`src/rtl/pin_port_pkg.sv`:
```
package pin_port_pkg;
  localparam int ADDR_W = 2;
  localparam logic [ADDR_W-1:0] ADDR_LEVEL = 2'd0;
  localparam logic [ADDR_W-1:0] ADDR_LATCH = 2'd1;
  localparam logic [ADDR_W-1:0] ADDR_DIR   = 2'd2;

  typedef struct packed {
    logic wrLatch;
    logic wrDir;
    logic rdAny;
    logic rdLevel;
    logic rdLatch;
    logic rdDir;
  } port_strobe_t;
endpackage

```
`src/rtl/pin_port_ctrl.sv`:
```
module pin_port_ctrl
  import pin_port_pkg::*;
(
  input  logic [ADDR_W-1:0] busAddr,
  input  logic              busWrEn,
  input  logic              busRdEn,
  output port_strobe_t      strobes
);
  always_comb begin
    strobes = '0;
    // writes to level or latch address both land in the output latch
    strobes.wrLatch = busWrEn && (busAddr == ADDR_LEVEL || busAddr == ADDR_LATCH);
    strobes.wrDir   = busWrEn && (busAddr == ADDR_DIR);
    strobes.rdAny   = busRdEn;
    strobes.rdLevel = busRdEn && (busAddr == ADDR_LEVEL);
    strobes.rdLatch = busRdEn && (busAddr == ADDR_LATCH);
    strobes.rdDir   = busRdEn && (busAddr == ADDR_DIR);
  end
endmodule

```
`src/rtl/pin_port_datapath.sv`:
```
module pin_port_datapath
  import pin_port_pkg::*;
#(
  parameter int PORT_W      = 8,
  parameter int OSC_PINS    = 2,
  parameter int FAULT_LO    = 5,
  parameter int FAULT_HI    = 7,
  parameter int SYNC_STAGES = 2
) (
  input  logic              clk,
  input  logic              rstN,
  input  port_strobe_t      strobes,
  input  logic [PORT_W-1:0] wrData,
  input  logic [PORT_W-1:0] padIn,
  input  logic [PORT_W-1:0] analogMask,
  input  logic              oscOwnsTop,
  input  logic              faultSelHigh,
  output logic [PORT_W-1:0] rdData,
  output logic [PORT_W-1:0] padOutEn,
  output logic [PORT_W-1:0] padOut,
  output logic              faultIn
);
  localparam logic [PORT_W-1:0] OSC_MASK =
    {{OSC_PINS{1'b1}}, {(PORT_W-OSC_PINS){1'b0}}};

  logic [PORT_W-1:0] latchQ, dirQ;
  logic [PORT_W-1:0] syncQ [SYNC_STAGES];
  logic [PORT_W-1:0] oscKeep, latchEff, dirEff, levelEff, pinSync;

  // input synchronizer chain
  genvar s;
  generate
    for (s = 0; s < SYNC_STAGES; s++) begin : g_sync
      always_ff @(posedge clk or negedge rstN) begin
        if (!rstN) syncQ[s] <= '0;
        else if (s == 0) syncQ[s] <= padIn;
        else syncQ[s] <= syncQ[(s == 0) ? 0 : s-1];
      end
    end
  endgenerate
  assign pinSync = syncQ[SYNC_STAGES-1];

  always_ff @(posedge clk or negedge rstN) begin
    if (!rstN) begin
      latchQ <= '0;
      dirQ   <= '1;
    end else begin
      if (strobes.wrLatch) latchQ <= wrData;
      if (strobes.wrDir)   dirQ   <= wrData;
    end
  end

  assign oscKeep  = oscOwnsTop ? ~OSC_MASK : '1;
  assign latchEff = latchQ & oscKeep;
  assign dirEff   = dirQ & oscKeep;
  assign levelEff = pinSync & ~analogMask & oscKeep;

  assign padOutEn = ~dirQ & oscKeep;
  assign padOut   = latchEff;

  always_comb begin
    if (faultSelHigh) faultIn = pinSync[FAULT_HI] & ~(oscOwnsTop && FAULT_HI >= PORT_W-OSC_PINS);
    else              faultIn = pinSync[FAULT_LO];
  end

  always_ff @(posedge clk or negedge rstN) begin
    if (!rstN) rdData <= '0;
    else if (strobes.rdAny) begin
      unique case (1'b1)
        strobes.rdLevel: rdData <= levelEff;
        strobes.rdLatch: rdData <= latchEff;
        strobes.rdDir:   rdData <= dirEff;
        default:         rdData <= '0;
      endcase
    end
  end
endmodule

```
`src/rtl/pin_port.sv`:
```
module pin_port
  import pin_port_pkg::*;
(
  input  logic       clk,
  input  logic       rstN,
  input  logic [1:0] busAddr,
  input  logic       busWrEn,
  input  logic       busRdEn,
  input  logic [7:0] busWrData,
  output logic [7:0] busRdData,
  input  logic [7:0] padIn,
  output logic [7:0] padOutEn,
  output logic [7:0] padOut,
  input  logic [7:0] analogMask,
  input  logic       oscOwnsTop,
  input  logic       faultSelHigh,
  output logic       faultIn
);
  port_strobe_t strobes;

  pin_port_ctrl u_ctrl (
    .busAddr (busAddr),
    .busWrEn (busWrEn),
    .busRdEn (busRdEn),
    .strobes (strobes)
  );

  pin_port_datapath #(
    .PORT_W(8), .OSC_PINS(2), .FAULT_LO(5), .FAULT_HI(7), .SYNC_STAGES(2)
  ) u_dp (
    .clk          (clk),
    .rstN         (rstN),
    .strobes      (strobes),
    .wrData       (busWrData),
    .padIn        (padIn),
    .analogMask   (analogMask),
    .oscOwnsTop   (oscOwnsTop),
    .faultSelHigh (faultSelHigh),
    .rdData       (busRdData),
    .padOutEn     (padOutEn),
    .padOut       (padOut),
    .faultIn      (faultIn)
  );
endmodule

```
`config.mk`:
```
export PLATFORM = sky130hd
export DESIGN_NAME = pin_port
export DESIGN_NICKNAME = d
export VERILOG_FILES = /design/src/rtl/pin_port_pkg.sv /design/src/rtl/pin_port_ctrl.sv /design/src/rtl/pin_port_datapath.sv /design/src/rtl/pin_port.sv
export SDC_FILE = /design/constraint.sdc
export NUM_CORES = 1
export LEC_CHECK = 0
export ABC_AREA = 1
export CORE_ASPECT_RATIO = 1.1
export CORE_MARGIN = 2
export CORE_UTILIZATION = 35
export CTS_CLUSTER_DIAMETER = 200
export DETAILED_ROUTE_END_ITERATION = 12
export PLACE_DENSITY = 0.65
export RECOVER_POWER = 50
export SYNTH_ARGS = -nofsm -noshare
export SYNTH_HDL_FRONTEND = slang
export SYNTH_HIERARCHICAL = 1
export SYNTH_SLANG_ARGS = --single-unit
```
`constraint.sdc`:
```
create_clock -name clk -period 0.97 [get_ports clk]
set_input_delay 0.194 -clock clk [delete_from_list [all_inputs] [get_ports clk]]
set_output_delay 0.194 -clock clk [all_outputs]
set_load 0.02 [all_outputs]
```
Yosys cells after proc, flatten, opt, wreduce, memory -nomap -nowiden
Index checks and enable logic that the tools add are counted.
{ "word_totals": {"ff_bits": 40, "latchBits": 0, "ramBits": 0, "romBits": 0, "inputBits": 32, "mem_count": 0} }
{ "classes": {"n_addsub": 0, "multipliers": 0, "div_mod_pow": 0, "order_cmp": 0, "n_eq_ne": 2, "shift": 0, "n_mux": 3, "bitwise": 9, "n_reduce_logical": 7} }
{ "ops": {"columns": ["operator", "n"], "rows": [
  ["AND 8 bit", 5],
  ["case mux 8 bit (3 select lines)", 1],
  ["NOT 8 bit", 2],
  ["two-way mux 8 bit", 1],
  ["logical AND 1 bit", 5],
  ["== test 2 x 1 -> 1 bit, second input constant", 1],
  ["== test 2 bit, second input constant", 1],
  ["logical NOT 2 bit", 1],
  ["AND 1 bit", 1],
  ["logical OR 1 bit", 1],
  ["two-way mux 1 bit", 1],
  ["NOT 1 bit", 1]
]} }

Longest topological paths before layout
{ "depth": {"ltp_word": 4, "ltp_mapped": 9} }

Modules after synthesis
The synthesis kept the hierarchy.
{ "modules_own_cells": {"columns": ["module", "instances", "cells_per_inst", "area_each_um2", "seq_area_each_um2"], "rows": [
  ["pin_port_datapath", 1, 167, 1667.8, 1011.0],
  ["pin_port_ctrl", 1, 12, 48.8, 0.0]
]} }

Least setup slack after synthesis
OpenSTA, ideal clock, no wires.
{ "synth_path": {"path_type": "reg2out", "from": "register u_dp.syncQ (netlist bit u_dp/pinSync[5])", "to": "output faultIn", "arrival_ps": 840, "required_ps": 776, "slack_ps": -64, "path_stages_with_launch": 3, "path_buffers": 0, "path_cell_list": "dfrtp_1 > inv_1 > o21ai_0"} }
{ "synth_via": {"elab_chain_cells": 1} }
{ "synth_rtl": {"columns": ["item", "line", "text"], "rows": [
  ["start: declaration", "pin_port_datapath.sv:27", "logic [PORT_W-1:0] syncQ [SYNC_STAGES];"],
  ["start signal: indexed assignment", "pin_port_datapath.sv:36", "else if (s == 0) syncQ[s] <= padIn;"],
  ["start signal: indexed assignment", "pin_port_datapath.sv:37", "else syncQ[s] <= syncQ[(s == 0) ? 0 : s-1];"],
  ["two-way mux 1 bit", "pin_port_datapath.sv:62", "if (faultSelHigh) faultIn = pinSync[FAULT_HI] & ~(oscOwnsTop && FAULT_HI >= PORT_W-OSC_PINS);"],
  ["end: declaration", "pin_port.sv:17", "output logic faultIn"]
]} }
No other way between the ends.

Final worst setup path
{ "layout_path": {"from": "register u_dp.dirQ[6]", "to": "output padOutEn[6]"} }
{ "layout_via": {"elab_chain_cells": 2} }
{ "layout_rtl": {"columns": ["item", "line", "text"], "rows": [
  ["start: declaration", "pin_port_datapath.sv:26", "logic [PORT_W-1:0] latchQ, dirQ;"],
  ["start signal: assignment", "pin_port_datapath.sv:49", "if (strobes.wrDir) dirQ <= wrData;"],
  ["NOT 8 bit", "pin_port_datapath.sv:58", "assign padOutEn = ~dirQ & oscKeep;"],
  ["AND 8 bit", "pin_port_datapath.sv:58", null],
  ["end: declaration", "pin_port.sv:12", "output logic [7:0] padOutEn,"]
]} }
No other way between the ends.

==> qor.yml <==
finish.net_count: 294
worst_slew_pin_slew_ns: 0.506
worstHoldPathType: "input pin to flop"
p_seq_share_pct: 46.7
finalCritPeriodShare_pct: 126
drv_cap: 0
clkSinkCount: 40
rsz0062_at_grt: "true"
antenna_cells: 0
gp_congestion: 0.764
most-common-layout-cells: "32 x dfrtp_1, 30 x buf_4, 27 x nand2_1, 25 x nor2_1, 24 x buf_6"
irDropWorstVdd_uv: 1130
gr-total-overflow: 0
die-area_um2: 5480
slew_viol_final: 0
intPower_mw: 3.04
power_frac_comb_pct: 26.0
stdcell_area_um2: 2670
critical-path-top-delay-family: "flip-flops"
setup_slack_ns: -0.249
synth-seq-cells: 40
arrival_ns: 1.03
clk-insertion-delay-late_ns: 0.29
crit_path_top_delay_cell: "dfstp_2"
end_kind: "primary output"
synth_area_um2: 1720
dr_total_vias: 1418
p_sw_mw: 1.21
pin_count: 57
cp_slowest_stage_delay_ns: 0.54
die_h_um: 77.5
clock.fmax_mhz: 820
cp_num_buf_inv: 1
syn_to_final_growth_pct: 55.5
seqCellArea_um2: 1010
wl_per_cell_um: 12.2
p_clk_share_pct: 27.3
start_util_pct: 36.6
antenna_found_initial: 0
clock_path_buffers: 2
layout-drive-gt1-share_pct: 43.7
finalHoldViolations: 0
grt_max_degree: 41
cts-buffers-inserted: 5
cts_tree: "yes"
wl_um: 3880
violations: "negative setup slack"
nFillCells: 434
synth_edf_count: 0
h-tree-depth: 2
multiInputGateArea_um2: 573
cp_max_fo: 2
synth-seq-area-share_pct: 58.9
placed_area_um2: 2420
rows: 26
clock-root-buffer: "clkbuf_8"
status: "finished with violations"
clk_pin_slew_ns: 0.08
worst_hold_slack_ns: 0.315
finish.utilization_pct: 57.0
dp_hpwl_um: 2700
slew_headroom_pct: 66.3
drt_iter0_drc: 68
synth.distinct_cells: 17
port-buffer-count: 56
fin_skew_ns: 0.00146
avgSynthCellArea_um2: 9.59
ys.flop_type: "dfrtp_1"
power.leakage_nw: 1.27
dieWidth_um: 70.8
mostFrequentLayoutCell: "dfrtp_1"
grt_pass1_wl_um: 5990
drt_first_pass_iters: 6
path_class: "flop to primary output"
cp-start-kind: "flop"
grt_pass1_vias: 1368
postRouteAntennaNets: 0
crit_chain: "nor2_1, buf_2"
power_density_nw_per_um2: 1590
worstPathRequired_ns: 0.78
yosysWarnings: 6
netlist_instances: 179
setup_violations: 25
coreArea_um2: 4680
via_per_inst: 4.45
fin_setup_tns_ns: -2.94
synth_nets: 211
period_needed_ns: 1.22
sw_frac_of_total_pct: 28.5
grt_util_all_layers_pct: 14.1
drc: 0
dpl_worst_slack_ns: -0.778
async_flop_share_pct: 100
## worst paths after layout
| path | from | endpoint | slack [ns] | depth (start not counted) |
|---|---|---|---|---|
| setup / recovery | u_dp/dirQ[6] | padOutEn[6] | -0.25 | 2 |
| hold / removal | busRdEn | u_dp/rdData[6] | 0.32 | 4 |
| setup reg to reg | u_dp/dirQ[0] | u_dp/rdData[0] | 0.03 | 5 |
| hold reg to reg | u_dp/syncQ[10] | u_dp/pinSync[2] | 0.35 | 0 |
| max in group asynchronous | rstN | u_dp/dirQ[7] | 0.10 | 3 |
| min in group asynchronous | rstN | u_dp/latchQ[6] | 0.49 | 3 |
## routing by layer
metal	part of all wire, %	vias to the layer above	GRT usage [%]	wire length, um
met3	6.9	5	5.19	269
met5	0	-	0	0
met1	42	663	16.9	1620
met2	50	47	23.8	1940
li1	-	703	-	-
met4	1.1	0	3.96	41
## power groups by stage
stage | Sequential, mW | Combinational (mW) | Clock, mW
floorplan | 2.02 | 0.428 | 0
global placement | 1.98 | 1.00 | 0
detailed placement | 1.99 | 1.01 | 0
CTS | 1.98 | 1.09 | 1.21
global route | 2.01 | 1.19 | 1.29
finish | 1.99 | 1.11 | 1.16
## layout make-up
cell class | instances | area share (%)
repair buffers | 89 | 30.6
inverters | 26 | 3.84
clock buffers | 6 | 3.09
multi-input cells | 100 | 21.5
well taps | 56 | 2.62
clock inverters | 2 | 0.562
flip-flops and latches | 40 | 37.9
## sequential cells by signal, summed over array words and instances (netlist names)
name,count
u_dp/dirQ,8
u_dp/syncQ,8
u_dp/rdData,8
u_dp/latchQ,8
u_dp/pinSync,8
## kinds of logic (layout without fill, tap and decap cells)
group	after synthesis	in the layout	synth area share, %
simple gates	81	81	21.4
flops	40	40	58.9
buf+inv	39	123	11.5
compound gates	13	13	4.23
mux	6	6	3.94
## synth_stat cells, types with 3 or more instances
cell type	count	area share, %
dfrtp_1	32	47
nand2_1	32	7.0
nor2_1	29	6.3
inv_1	22	4.8
nand3_1	11	3.2
o21ai_0	11	3.2
dfstp_2	8	12
buf_4	7	3.1
mux2_1	6	3.9
nor3_2	6	3.5
buf_2	4	1.2
inv_2	3	0.66
## worst register-to-register path: cells and delay by family, from the launching register on
family,cells,cell delay [ns]
buf+inv,1,0.09
flops,1,0.55
simple gates,4,0.24
## stage by stage
stage,power [mW],instances
floorplan,2.45,179
finish,4.25,319
global route,4.49,319
global placement,2.99,300
CTS,4.28,315
detailed placement,3.00,300
## repair_timing
action                                  4_1_cts  5_1_grt
endpoints found under the setup margin       49       34
setup buffers                                 6        3
hold buffers                                  1        0
cloned                                        0        1
pin swaps                                     6        7
hold endpoints to repair                     32        0
resized for setup                           163       23
Note: power is estimated with default switching activity, not from simulation.
